`config.mk`:
```
export PLATFORM = sky130hd
export DESIGN_NAME = flash_op_ctrl
export DESIGN_NICKNAME = d
export VERILOG_FILES = /design/src/rtl/fopc_pkg.sv /design/src/rtl/flash_sector_map.sv /design/src/rtl/flash_cell_array.sv /design/src/rtl/flash_op_seq.sv /design/src/rtl/flash_status_read.sv /design/src/rtl/flash_op_ctrl.sv
export SDC_FILE = /design/constraint.sdc
export NUM_CORES = 2
export LEC_CHECK = 0
export BUFFER_PORTS_ARGS = -buffer_cell sky130_fd_sc_hd__buf_2
export CORE_MARGIN = 4
export CORE_UTILIZATION = 65
export DETAILED_ROUTE_END_ITERATION = 12
export PLACE_DENSITY = 0.81
export SYNTH_ARGS = -nofsm -noshare
export SYNTH_HDL_FRONTEND = slang
export SYNTH_SLANG_ARGS = --single-unit
```
`constraint.sdc`:
```
create_clock -name clk -period 6.63 [get_ports clk]
set_input_delay 1.326 -clock clk [delete_from_list [all_inputs] [get_ports clk]]
set_output_delay 1.326 -clock clk [all_outputs]
set_load 0.005 [all_outputs]
```
`src/rtl/fopc_pkg.sv`:
```
package fopc_pkg;

    localparam int NSEC  = 11;
    localparam int UNITS = 64;

    typedef logic [NSEC-1:0] secmask_t;
    typedef logic [3:0]      secidx_t;

    typedef enum logic [2:0] {
        OP_NONE   = 3'd0,
        OP_PROG   = 3'd1,
        OP_SERASE = 3'd2,
        OP_CERASE = 3'd3,
        OP_SUSP   = 3'd4,
        OP_RESUME = 3'd5
    } op_e;

    typedef enum logic [2:0] {
        ST_IDLE,
        ST_PROG,
        ST_PRE,
        ST_ERASE,
        ST_VERIFY,
        ST_SUSP
    } state_e;

    typedef struct packed {
        logic       poll;
        logic       tog_busy;
        logic [2:0] rsv_hi;
        logic       tog_erase;
        logic [1:0] rsv_lo;
    } stat_t;

    // sector index of a size unit with the small sectors at the low end
    function automatic secidx_t low_boot_sector(int unsigned u);
        if (u < 2)      return secidx_t'(0);
        else if (u < 3) return secidx_t'(1);
        else if (u < 4) return secidx_t'(2);
        else if (u < 8) return secidx_t'(3);
        else            return secidx_t'(4 + (u - 8) / 8);
    endfunction

    function automatic secidx_t unit_sector(int unsigned u, bit top);
        if (top) return secidx_t'(NSEC - 1 - int'(low_boot_sector(UNITS - 1 - u)));
        else     return low_boot_sector(u);
    endfunction

    function automatic bit op_running(state_e s);
        return (s == ST_PROG) || (s == ST_PRE) || (s == ST_ERASE) || (s == ST_VERIFY);
    endfunction

endpackage

```
`src/rtl/flash_sector_map.sv`:
```
module flash_sector_map
    import fopc_pkg::*;
#(
    parameter int UNIT_BYTES = 2,
    parameter bit TOP_BOOT   = 1'b0,
    parameter int AW         = 7
) (
    input  logic [AW-1:0] addr,
    output secidx_t       sec
);

    int unsigned unit_idx;
    assign unit_idx = int'(addr) / UNIT_BYTES;

    generate
        if (TOP_BOOT) begin : g_top
            assign sec = unit_sector(unit_idx, 1'b1);
        end else begin : g_bottom
            assign sec = low_boot_sector(unit_idx);
        end
    endgenerate

endmodule

```
`src/rtl/flash_cell_array.sv`:
```
module flash_cell_array
    import fopc_pkg::*;
#(
    parameter int UNIT_BYTES = 2,
    parameter bit TOP_BOOT   = 1'b0,
    parameter int DEPTH      = 128,
    parameter int AW         = 7
) (
    input  logic          clk,
    input  logic          rst,
    input  logic          prog_we,
    input  logic [AW-1:0] prog_addr,
    input  logic [7:0]    prog_data,
    input  logic          fill_en,
    input  logic [7:0]    fill_val,
    input  secmask_t      fill_mask,
    input  logic [AW-1:0] rd_addr,
    output logic [7:0]    rd_data
);

    logic [7:0] cells [DEPTH];

    for (genvar i = 0; i < DEPTH; i++) begin : g_cell
        localparam secidx_t SEC = unit_sector(i / UNIT_BYTES, TOP_BOOT);
        logic [7:0] val;
        logic       hit;

        assign hit = prog_we && (int'(prog_addr) == i);

        always_ff @(posedge clk) begin
            if (rst) begin
                val <= 8'hFF;
            end else if (fill_en && fill_mask[SEC]) begin
                val <= fill_val;
            end else if (hit) begin
                val <= val & prog_data;
            end
        end

        assign cells[i] = val;

        // programming never turns a 0 bit back into 1
        assert_prog_clears_only_R2: assert property (@(posedge clk) disable iff (rst)
            (hit && !fill_en) |=> ((val & ~$past(val)) == 8'h00));
    end

    assign rd_data = cells[rd_addr];

endmodule

```
`src/rtl/flash_op_seq.sv`:
```
module flash_op_seq
    import fopc_pkg::*;
#(
    parameter int PROG_CYCLES   = 4,
    parameter int PRE_CYCLES    = 16,
    parameter int ERASE_CYCLES  = 64,
    parameter int VERIFY_CYCLES = 8,
    parameter int AW            = 7
) (
    input  logic          clk,
    input  logic          rst,
    input  logic          cmd_valid,
    input  op_e           cmd_op,
    input  secidx_t       cmd_sec,
    input  logic [AW-1:0] cmd_addr,
    input  logic [7:0]    cmd_data,
    input  secmask_t      erase_sel,
    input  secmask_t      prot_mask,
    output state_e        state,
    output secmask_t      sel_mask,
    output logic [AW-1:0] lat_addr,
    output logic [7:0]    lat_data,
    output logic          prog_we,
    output logic          fill_en,
    output logic [7:0]    fill_val
);

    localparam int MAX_AB = (PROG_CYCLES > PRE_CYCLES) ? PROG_CYCLES : PRE_CYCLES;
    localparam int MAX_CD = (ERASE_CYCLES > VERIFY_CYCLES) ? ERASE_CYCLES : VERIFY_CYCLES;
    localparam int MAXC   = (MAX_AB > MAX_CD) ? MAX_AB : MAX_CD;
    localparam int CW     = $clog2(MAXC + 1);

    logic [CW-1:0] cnt, saved_cnt;
    state_e        saved_state;
    logic          ret_susp;
    secmask_t      new_mask;
    logic          susp_req, cnt_done, prog_ok;

    always_comb begin
        new_mask = ((cmd_op == OP_CERASE) ? {NSEC{1'b1}} : erase_sel) & ~prot_mask;
        susp_req = cmd_valid && (cmd_op == OP_SUSP);
        cnt_done = (cnt == '0);
        prog_ok  = cmd_valid && (cmd_op == OP_PROG) && !prot_mask[cmd_sec];
    end

    always_ff @(posedge clk) begin
        if (rst) begin
            state       <= ST_IDLE;
            cnt         <= '0;
            saved_cnt   <= '0;
            saved_state <= ST_IDLE;
            sel_mask    <= '0;
            ret_susp    <= 1'b0;
            lat_addr    <= '0;
            lat_data    <= 8'h00;
        end else begin
            unique case (state)
                ST_IDLE: begin
                    if (prog_ok) begin
                        state    <= ST_PROG;
                        cnt      <= CW'(PROG_CYCLES - 1);
                        lat_addr <= cmd_addr;
                        lat_data <= cmd_data;
                        ret_susp <= 1'b0;
                    end else if (cmd_valid && (cmd_op == OP_SERASE || cmd_op == OP_CERASE)
                                 && (new_mask != '0)) begin
                        state    <= ST_PRE;
                        cnt      <= CW'(PRE_CYCLES - 1);
                        sel_mask <= new_mask;
                    end
                end
                ST_PROG: begin
                    if (cnt_done) state <= ret_susp ? ST_SUSP : ST_IDLE;
                    else          cnt   <= cnt - 1'b1;
                end
                ST_PRE, ST_ERASE, ST_VERIFY: begin
                    if (susp_req) begin
                        saved_state <= state;
                        saved_cnt   <= cnt;
                        state       <= ST_SUSP;
                    end else if (cnt_done) begin
                        if (state == ST_PRE) begin
                            state <= ST_ERASE;
                            cnt   <= CW'(ERASE_CYCLES - 1);
                        end else if (state == ST_ERASE) begin
                            state <= ST_VERIFY;
                            cnt   <= CW'(VERIFY_CYCLES - 1);
                        end else begin
                            state    <= ST_IDLE;
                            sel_mask <= '0;
                        end
                    end else begin
                        cnt <= cnt - 1'b1;
                    end
                end
                ST_SUSP: begin
                    if (cmd_valid && cmd_op == OP_RESUME) begin
                        state <= saved_state;
                        cnt   <= saved_cnt;
                    end else if (prog_ok && !sel_mask[cmd_sec]) begin
                        state    <= ST_PROG;
                        cnt      <= CW'(PROG_CYCLES - 1);
                        lat_addr <= cmd_addr;
                        lat_data <= cmd_data;
                        ret_susp <= 1'b1;
                    end
                end
                default: state <= ST_IDLE;
            endcase
        end
    end

    assign prog_we  = (state == ST_PROG) && cnt_done;
    assign fill_en  = cnt_done && !susp_req && (state == ST_PRE || state == ST_ERASE);
    assign fill_val = (state == ST_PRE) ? 8'h00 : 8'hFF;

    assert_prot_prog_ignored_R8: assert property (@(posedge clk) disable iff (rst)
        (state == ST_IDLE && cmd_valid && cmd_op == OP_PROG && prot_mask[cmd_sec])
        |=> (state == ST_IDLE));

    assert_susp_has_sel_R9: assert property (@(posedge clk) disable iff (rst)
        (state == ST_SUSP) |-> (sel_mask != '0));

    assert_susp_prog_sel_ignored_R9: assert property (@(posedge clk) disable iff (rst)
        (state == ST_SUSP && cmd_valid && cmd_op == OP_PROG && sel_mask[cmd_sec])
        |=> (state == ST_SUSP));

    assert_resume_to_erase_R10: assert property (@(posedge clk) disable iff (rst)
        (state == ST_SUSP && cmd_valid && cmd_op == OP_RESUME)
        |=> (state == ST_PRE || state == ST_ERASE || state == ST_VERIFY));

    assert_erase_after_pre_R6: assert property (@(posedge clk) disable iff (rst)
        (state == ST_ERASE && $past(state) != ST_ERASE)
        |-> ($past(state) == ST_PRE || $past(state) == ST_SUSP));

endmodule

```
`src/rtl/flash_status_read.sv`:
```
module flash_status_read
    import fopc_pkg::*;
(
    input  logic       clk,
    input  logic       rst,
    input  logic       rd_en,
    input  secidx_t    rd_sec,
    input  logic [7:0] cell_data,
    input  state_e     state,
    input  secmask_t   sel_mask,
    input  logic [7:0] lat_data,
    output logic [7:0] rdata
);

    logic  t_busy, t_erase, show_stat, in_sel;
    stat_t stat;

    always_comb begin
        in_sel         = sel_mask[rd_sec];
        show_stat      = op_running(state) || (state == ST_SUSP && in_sel);
        stat           = '0;
        stat.poll      = (state == ST_PROG) ? ~lat_data[7] : (state == ST_SUSP);
        stat.tog_busy  = t_busy;
        stat.tog_erase = t_erase;
    end

    always_ff @(posedge clk) begin
        if (rst) begin
            rdata   <= 8'h00;
            t_busy  <= 1'b0;
            t_erase <= 1'b0;
        end else if (rd_en) begin
            if (show_stat) begin
                rdata  <= stat;
                t_busy <= ~t_busy;
                if (in_sel) t_erase <= ~t_erase;
            end else begin
                rdata <= cell_data;
            end
        end
    end

    assert_busy_toggle_R4: assert property (@(posedge clk) disable iff (rst)
        (rd_en && show_stat) ##1 (rd_en && show_stat) |=> (rdata[6] != $past(rdata[6])));

    assert_erase_toggle_hold_R5: assert property (@(posedge clk) disable iff (rst)
        (rd_en && show_stat && !in_sel) ##1 (rd_en && show_stat) |=> (rdata[2] == $past(rdata[2])));

endmodule

```
`src/rtl/flash_op_ctrl.sv`:
```
module flash_op_ctrl
    import fopc_pkg::*;
#(
    parameter int UNIT_BYTES    = 2,
    parameter bit TOP_BOOT      = 1'b0,
    parameter int PROG_CYCLES   = 4,
    parameter int PRE_CYCLES    = 16,
    parameter int ERASE_CYCLES  = 64,
    parameter int VERIFY_CYCLES = 8,
    localparam int DEPTH        = UNITS * UNIT_BYTES,
    localparam int AW           = $clog2(DEPTH)
) (
    input  logic          clk,
    input  logic          rst,
    input  logic          cmd_valid,
    input  logic [2:0]    cmd_op,
    input  logic [AW-1:0] cmd_addr,
    input  logic [7:0]    cmd_data,
    input  logic [10:0]   erase_sel,
    input  logic [10:0]   prot_mask,
    input  logic          rd_en,
    input  logic [AW-1:0] rd_addr,
    output logic [7:0]    rdata,
    output logic          busy,
    output logic          suspended
);

    secidx_t       cmd_sec, rd_sec;
    state_e        state;
    secmask_t      sel_mask;
    logic [AW-1:0] lat_addr;
    logic [7:0]    lat_data, fill_val, cell_data;
    logic          prog_we, fill_en;

    flash_sector_map #(.UNIT_BYTES(UNIT_BYTES), .TOP_BOOT(TOP_BOOT), .AW(AW)) u_cmd_map (
        .addr(cmd_addr), .sec(cmd_sec)
    );

    flash_sector_map #(.UNIT_BYTES(UNIT_BYTES), .TOP_BOOT(TOP_BOOT), .AW(AW)) u_rd_map (
        .addr(rd_addr), .sec(rd_sec)
    );

    flash_op_seq #(
        .PROG_CYCLES(PROG_CYCLES), .PRE_CYCLES(PRE_CYCLES),
        .ERASE_CYCLES(ERASE_CYCLES), .VERIFY_CYCLES(VERIFY_CYCLES), .AW(AW)
    ) u_seq (
        .clk(clk), .rst(rst), .cmd_valid(cmd_valid), .cmd_op(op_e'(cmd_op)),
        .cmd_sec(cmd_sec), .cmd_addr(cmd_addr), .cmd_data(cmd_data),
        .erase_sel(erase_sel), .prot_mask(prot_mask), .state(state),
        .sel_mask(sel_mask), .lat_addr(lat_addr), .lat_data(lat_data),
        .prog_we(prog_we), .fill_en(fill_en), .fill_val(fill_val)
    );

    flash_cell_array #(.UNIT_BYTES(UNIT_BYTES), .TOP_BOOT(TOP_BOOT), .DEPTH(DEPTH), .AW(AW)) u_array (
        .clk(clk), .rst(rst), .prog_we(prog_we), .prog_addr(lat_addr),
        .prog_data(lat_data), .fill_en(fill_en), .fill_val(fill_val),
        .fill_mask(sel_mask), .rd_addr(rd_addr), .rd_data(cell_data)
    );

    flash_status_read u_status (
        .clk(clk), .rst(rst), .rd_en(rd_en), .rd_sec(rd_sec),
        .cell_data(cell_data), .state(state), .sel_mask(sel_mask),
        .lat_data(lat_data), .rdata(rdata)
    );

    assign busy      = op_running(state);
    assign suspended = (state == ST_SUSP);

    assert_reset_idle_R11: assert property (@(posedge clk)
        rst |=> (!busy && !suspended));

endmodule

```
# --- Word-level counts from Yosys, hierarchy flattened ---
# Index checks and enable logic that the tools add are counted.
totals:
  word_cells: 1060
  regBits: 1081
  in_bits: 51
  output_inout_bits: 10
classes:
  n_addsub: 5
  bitwise_logic: 134
  order_cmp: 11
  reduce_logical: 302
  eq_ne: 152
  mux: 317
op_table:
  columns: ["cell", "n"]
  rows:
  - ["two-way mux 8 bit", 263]
  - ["AND 8 bit", 128]
  - ["equality test 7 bit (second input constant)", 64]
  - ["nonzero test 2 bit", 130]
  - ["equality test 7 x 6 -> 1 bit (second input constant)", 32]
  - ["logical AND 1 bit", 150]
  - ["equality test 7 x 5 -> 1 bit (second input constant)", 16]
  - ["two-way mux 7 bit", 12]
  - ["two-way mux 11 bit", 7]
  - ["binary-select mux 8 bit (select 7 bit)", 1]
  - ["equality test 7 x 4 -> 1 bit (second input constant)", 8]
  - ["two-way mux 4 bit", 8]
  - ["two-way mux 3 bit", 10]
  - ["equality test 7 x 3 -> 1 bit (second input constant)", 4]
  - ["case mux 7 bit (4 select lines)", 1]
  - ["< comparator 6 x 2 -> 1 bit (second input constant)", 4]
  - ["case mux 11 bit (2 select lines)", 1]
  - ["case mux 8 bit (2 select lines)", 1]
  - ["equality test 7 x 2 -> 1 bit (second input constant)", 2]
  - ["logical NOT 7 bit", 2]
  - ["case mux 7 bit (2 select lines)", 1]
  - ["subtractor 6 x 4 -> 7 bit (second input constant)", 2]
  - ["binary-select mux 1 bit (select 4 bit)", 3]
  - ["equality test 3 x 2 -> 1 bit (second input constant)", 4]
  - ["31 further kinds", 67]

# --- Logic depth before layout (Yosys ltp) ---
depth:
  ltp_word: 14
  ltp_mapped: 14
  ltp_nobuf: 11

# --- Modules after synthesis ---
# From an unflattened synthesis, not the netlist that was laid out.
unflattened:
  hier_cells: 4507
  hier_area_um2: 44208.6
modules_own_cells:
  columns: ["module", "area_per_inst_um2", "n_inst", "cells_each"]
  rows:
  - ["flash_cell_array", 40287.4, 1, 4040]
  - ["flash_op_seq", 2944.1, 1, 349]
  - ["flash_status_read", 699.4, 1, 82]
  - ["flash_sector_map", 127.6, 2, 16]
  - ["flash_op_ctrl", 22.5, 1, 4]

# --- Least setup slack after synthesis ---
# Ideal clock, no wire load.
synth_timing:
  path_type: "input to register"
  start: "input port rd_addr[4]"
  end: "register u_status.rdata[0]"
  arrival_ns: 4.236
  n_path_buf: 3
  cell_stages: 13
  slack_ns: 2.334
  cell_sequence: "clkbuf_1 inv_1 clkbuf_1 ha_1 ha_1 o22a_1 mux4_2 nand3_1 o211ai_1 o31ai_1 and3_1 clkbuf_1 a32o_1"
synth_between:
  elab_chain_cells: 11
  word_cells_on_any_way: 19
  classes_between: "add/sub: 2; order compare: 4; mux: 10; bitwise: 1; reduce/logical: 2"
synth_rtl:
  columns: ["element", "line_no", "source"]
  rows:
  - ["start, declared", "flash_op_ctrl.sv:22", "input logic [AW-1:0] rd_addr,"]
  - ["subtractor 6 x 4 -> 7 bit", "fopc_pkg.sv:41", "else return secidx_t'(4 + (u - 8) / 8);"]
  - ["adder 3 x 4 -> 4 bit", "fopc_pkg.sv:41", null]
  - ["two-way mux 4 bit", "fopc_pkg.sv:40", "else if (u < 8) return secidx_t'(3);"]
  - ["two-way mux 4 bit", "fopc_pkg.sv:39", "else if (u < 4) return secidx_t'(2);"]
  - ["two-way mux 4 bit", "fopc_pkg.sv:38", "else if (u < 3) return secidx_t'(1);"]
  - ["two-way mux 4 bit", "fopc_pkg.sv:37", "if (u < 2) return secidx_t'(0);"]
  - ["binary-select mux 1 bit (select 4 bit)", "flash_status_read.sv:19", "in_sel = sel_mask[rd_sec];"]
  - ["two-way mux 1 bit (implied by the code)", "flash_status_read.sv:19", null]
  - ["logical AND 1 bit", "flash_status_read.sv:20", "show_stat = op_running(state) || (state == ST_SUSP && in_sel);"]
  - ["logical OR 1 bit", "flash_status_read.sv:20", null]
  - ["two-way mux 8 bit (*)", "flash_status_read.sv:33", "if (show_stat) begin"]
  - ["end signal, assigned", "flash_status_read.sv:34", "rdata <= stat;"]
  - ["end signal, assigned", "flash_status_read.sv:38", "rdata <= cell_data;"]
  - ["end, declared", "flash_status_read.sv:12", "output logic [7:0] rdata"]
# Every way passes the cells marked *; elsewhere a longest branch is shown, timed or not. The select of a mux whose other input is x is not followed.
# A chain may end at the register's enable or synchronous reset.

# --- Worst setup path after layout ---
layout_timing:
  start: "register u_seq.cnt[0]"
  end: "register u_array.g_cell[27].val[1]"
layout_between:
  elab_chain_cells: 5
  word_cells_on_any_way: 8
  classes_between: "mux: 1; reduce/logical: 7"
layout_rtl:
  columns: ["element", "line_no", "source"]
  rows:
  - ["start, declared", "flash_op_seq.sv:33", "logic [CW-1:0] cnt, saved_cnt;"]
  - ["start signal, assigned", "flash_op_seq.sv:61", "cnt <= CW'(PROG_CYCLES - 1);"]
  - ["start signal, assigned", "flash_op_seq.sv:68", "cnt <= CW'(PRE_CYCLES - 1);"]
  - ["start signal, assigned", "flash_op_seq.sv:74", "else cnt <= cnt - 1'b1;"]
  - ["logical NOT 7 bit (*)", "flash_op_seq.sv:42", "cnt_done = (cnt == '0);"]
  - ["logical AND 1 bit (2 in series)", "flash_op_seq.sv:114", "assign fill_en = cnt_done && !susp_req && (state == ST_PRE || state == ST_ERASE);"]
  - ["logical AND 1 bit", "flash_cell_array.sv:33", "end else if (fill_en && fill_mask[SEC]) begin"]
  - ["two-way mux 8 bit / nonzero test 2 bit (equally long branches)", null, null]
  - ["end signal, assigned", "flash_cell_array.sv:34", "val <= fill_val;"]
  - ["end signal, assigned", "flash_cell_array.sv:36", "val <= val & prog_data;"]
  - ["end, declared", "flash_cell_array.sv:25", "logic [7:0] val;"]
# Every way passes the cells marked *; elsewhere a longest branch is shown, timed or not.

==> impl_results.rst <==
.. list-table::
   :header-rows: 1

   * - Metric
     - Value
   * - Vias per cell
     - 7.544
   * - Synthesized-area fraction occupied by adder cells
     - less than 1%
   * - Critical path class
     - flop to flop
   * - Count of buffers inserted at the top-level ports
     - 60
   * - # setup viols final
     - 0
   * - Hold buffer count at cts
     - 0
   * - Final GP Congestion
     - 0.9205
   * - Floorplan die height
     - 276.7 um
   * - Routed metal-1 wirelength
     - 53960 um
   * - Clk sinks
     - 1081
   * - Number of DRC markers after the initial detailed-route iteration
     - roughly 5.6k
   * - Distinct cell type count after synthesis
     - between 70 and 80
   * - Site row count
     - 98
   * - Post-synth ARST share
     - 0%
   * - Worst skew pair latency
     - 0.68 ns
   * - Num ports
     - a little over 60
   * - HPWL after DPL
     - 75350 um
   * - TNS Setup
     - 0 ns
   * - DRC violations left
     - 0
   * - Number of global-route vias before repair
     - 38.77k
   * - Register bit total from synthesis
     - 1081
   * - Buffer cell driving the clock tree root
     - sky130_fd_sc_hd__clkbuf_16
   * - Final Hold Viols
     - 0
   * - Worst min-delay path class
     - flop to flop
   * - Post-synthesis mux area share
     - 15.46%
   * - CTS clk-pin slew, worst paths
     - 0.06 ns
   * - Share of post-route cells with drive strength above 1
     - 16.57%
   * - Worst Max-Slew Pin Slew
     - roughly 1.4 ns
   * - Number of nets in the synthesized netlist
     - 4713
   * - Crit-path max cell delay
     - around 0.70 ns
   * - Routed met3 length
     - 18670 um
   * - Type of origin of the critical path
     - flop
   * - Worst hold path stage count
     - 2
   * - Endpoint arrival time on the critical path
     - 5.11 ns
   * - Slowest stage cell, crit path
     - sky130_fd_sc_hd__buf_4
   * - Ordered cell list for the critical path
     - inv_1, ha_1, nor4b_1, nand2b_1, nor2_1, nand3_1, nor2_1, nand3b_1, buf_4, o311ai_0, nand2_1
   * - R2r startpoint
     - u_seq.cnt[0]
   * - Dominant combinational cell family by area after synthesis
     - compound AO/OA/AOI/OAI gates
   * - Via count of the routed design
     - 40.09k
   * - Max-cap violations
     - 0
   * - Relative area change from synthesis to final layout
     - 8.171%
   * - Parity-gate share of the synthesized area counting xor and xnor cells
     - 0.1120%
   * - Leakage power total
     - ~16 nW
   * - Worst hold margin
     - between 0.4 and 0.5 ns
   * - Clock tree from TritonCTS
     - done
   * - Post-synthesis compound-gate area fraction
     - between 20% and 30%
   * - R2r endpoint
     - u_array.g_cell[27].val[1]
   * - Final std cell area, no fill
     - 50770 um2
   * - Maximum achievable frequency
     - 219.2 MHz
   * - Biggest fanout along the worst timing path
     - 108
   * - Highest metal layer with signal wires
     - met5
   * - Worst reg-to-reg setup slack
     - 2.07 ns
   * - Count of mapped cells out of synthesis
     - 4657
   * - Maximum number of pins on one net before global-route repair
     - around 130
   * - Die span in x
     - between 200 and 300 um
   * - Number of enable-type register cells in the synthesized netlist
     - 0
   * - Simple-gate share of the synthesized area
     - ~12%
   * - Core occupancy in the finished layout
     - 71.02%
   * - Portion of the post-synthesis area used by sequential elements
     - between 40% and 50%
   * - Startpoint of the worst hold path
     - u_seq.saved_cnt[6]
   * - Remaining number of nets flagged by the antenna check after routing
     - 0
   * - WP data required
     - 7.18 ns
   * - RSZ-0062 raised after global routing
     - false
   * - Number of cells on the worst reg-to-reg path
     - 11
   * - Syn avg cell area
     - 10.08 um2
   * - Library cell appearing most often on the critical path
     - sky130_fd_sc_hd__nor2_1
   * - Clock period minus final worst setup slack
     - about 4.6 ns
   * - Endpoint type of the worst setup path
     - flop
   * - Maximum buffer depth of the clock tree
     - 3
   * - Max-slew violation count
     - 0
   * - Hold Path Sink
     - u_seq.saved_cnt[6]
   * - Core region area
     - 71490 um2
   * - Netlist area before placement
     - between 40000 and 50000 um2
   * - Total power after layout
     - between 10 and 15 mW
   * - Fin nets
     - 4331
   * - Cell area after placement
     - 47150 um2
   * - Post-CTS setup buffer count
     - 0
   * - Final global-route overflow total
     - 0
   * - Number of warning messages in the yosys log
     - 0
   * - VDD IR max
     - around 0.27 mV
   * - Average wire length per cell after detail routing
     - approximately 27 um
   * - Inserted Clock Buffers
     - 104
   * - Final Cycle Share
     - 68.80%
   * - Power density of the placed cells
     - about 280 nW/um2
   * - Dominant register cell in the synthesized netlist
     - sky130_fd_sc_hd__dfxtp_1
   * - Amount of wire on met2 after detailed routing
     - 63980 um
   * - Initial Utilization
     - 65.65%
   * - Total routed wirelength
     - 143500 um
   * - Die area
     - about 77000 um2
   * - Worst relative slew slack
     - 7.581%
   * - H-tree Lvls
     - 3
   * - Post-cts sizing count
     - 0
   * - Global-route wire length before repair
     - 222700 um
   * - Total routing resource utilization after global routing
     - 36.00%
   * - Antenna violations before repair
     - 5
   * - Drt pass-1 iters
     - 7
   * - Clock skew after layout
     - approximately 0.023 ns
   * - Result of the run
     - complete, no violations
## kinds of logic (layout without fill, tap and decap cells)
kind of cell,count (synthesis),count (layout)
compound gates,1234,1234
xor+xnor,6,6
fa+ha+maj,5,5
buf+inv,648,354
flops,1081,1081
mux,344,344
other cells,0,2
simple gates,1339,1339
## where the power goes
group	internal [mW]	switching (mW)	total [mW]
Clock	3.63	2.61	6.24
Combinational	0.386	0.787	1.17
Sequential	6.58	0.121	6.71
Total	10.6	3.52	14.1
## worst max-delay path: cells and delay by family, from the launching register on
| kind | cells | cell delay [ns] |
|---|---|---|
| buf+inv | 2 | 0.81 |
| flops | 1 | 0.38 |
| fa+ha+maj | 1 | 0.22 |
| compound gates | 1 | 0.57 |
| simple gates | 7 | 2.38 |
## cells in the mapped netlist, drive strengths merged, types with 3 or more instances
cell	count	area, um2
and2	4	25.02
xor2	4	35.03
o22ai	6	37.54
nand3	31	155.2
mux4	304	6847
inv	11	41.29
clkbuf	561	2106
nand3b	5	37.54
a31oi	18	112.6
nor4	4	25.02
or4	6	52.55
nor3	18	90.09
nor3b	3	22.52
o311ai	676	5921
mux2i	35	350.3
nand4b	3	26.28
a211o	3	26.28
a221oi	7	61.31
and3b	3	26.28
o211ai	364	2738
ha	5	62.56
nor2	58	217.7
a32o	4	40.04
buf	74	326.6
nand4	8	50.05
mux2	5	60.05
or3	13	81.33
or2	42	262.8
a31o	4	35.04
nand2	1113	4178
a22o	4	35.03
a211oi	3	35.03
a2111oi	5	43.79
o21a	4	30.03
o21ai	26	130.1
o221ai	4	35.03
a311oi	4	35.03
o21bai	11	82.58
and3	5	31.28
nor2b	14	87.58
a22oi	30	225.2
o31ai	4	30.03
dfxtp	1081	21640
nand2b	5	31.28
a21oi	44	220.2
## cells in the final DEF (no fill, tap or decap), drive strengths merged, types with 5 or more instances in the layout
| cell type | count |
|---|---|
| a221oi | 7 |
| bufinv | 10 |
| nand3b | 5 |
| mux2 | 5 |
| or2 | 42 |
| or4 | 6 |
| nor2b | 14 |
| nand4 | 8 |
| a2111oi | 5 |
| o22ai | 6 |
| nand2 | 1113 |
| clkbuf | 149 |
| clkinv | 32 |
| nor2 | 58 |
| a31oi | 18 |
| buf | 147 |
| nor3 | 18 |
| o211ai | 364 |
| a21oi | 44 |
| ha | 5 |
| dfxtp | 1081 |
| o21bai | 11 |
| a22oi | 30 |
| o311ai | 676 |
| mux2i | 35 |
| inv | 15 |
| nand2b | 5 |
| mux4 | 304 |
| nand3 | 31 |
| o21ai | 26 |
| or3 | 13 |
| and3 | 5 |
## state kept, by name (all words and copies together), names as in the netlist, 7 cells and up
signal              cells
u_array.g_cell.val   1024
u_seq.cnt               7
u_seq.lat_addr          7
u_seq.lat_data          8
u_seq.saved_cnt         7
u_seq.sel_mask         11
u_status.rdata          8
## routing by layer
| layer | vias up | global-route usage (%) |
|---|---|---|
| met5 | - | 0 |
| met4 | 6 | 17.58 |
| met3 | 499 | 9.804 |
| met2 | 2767 | 54.81 |
| met1 | 19720 | 47.98 |
| li1 | 17100 | - |
## through the flow
| stage | worst slack [ns] | cells |
|---|---|---|
| final | 2.069 | 5315 |
| after floorplan | 2.334 | 4657 |
| after global placement | 2.082 | 5119 |
| after CTS | 2.248 | 5313 |
| after global routing | 1.838 | 5313 |
| after detailed placement | 2.005 | 5119 |
## how the worst max path moves through the flow
stage,startpoint,to
finish,u_seq.cnt[0],u_array.g_cell[27].val[1]
CTS,u_seq.cnt[0],u_array.g_cell[20].val[0]
floorplan,rd_addr[4],u_status.rdata[0]
global route,u_seq.cnt[0],u_array.g_cell[20].val[0]
global placement,rd_addr[4],u_status.rdata[0]
detailed placement,rd_addr[5],u_status.rdata[5]
## area by class of cell
type | instances | area [um2]
multi-input cells | 2928 | 23140
flip-flops and latches | 1081 | 21650
fillers | 4904 | 20720
clock buffers | 149 | 3084
well taps | 950 | 1189
repair buffers | 147 | 1129
clock inverters | 45 | 526.8
inverters | 13 | 48.80
diodes | 2 | 5.005
No activity file was read; power rests on OpenSTA's default activity.
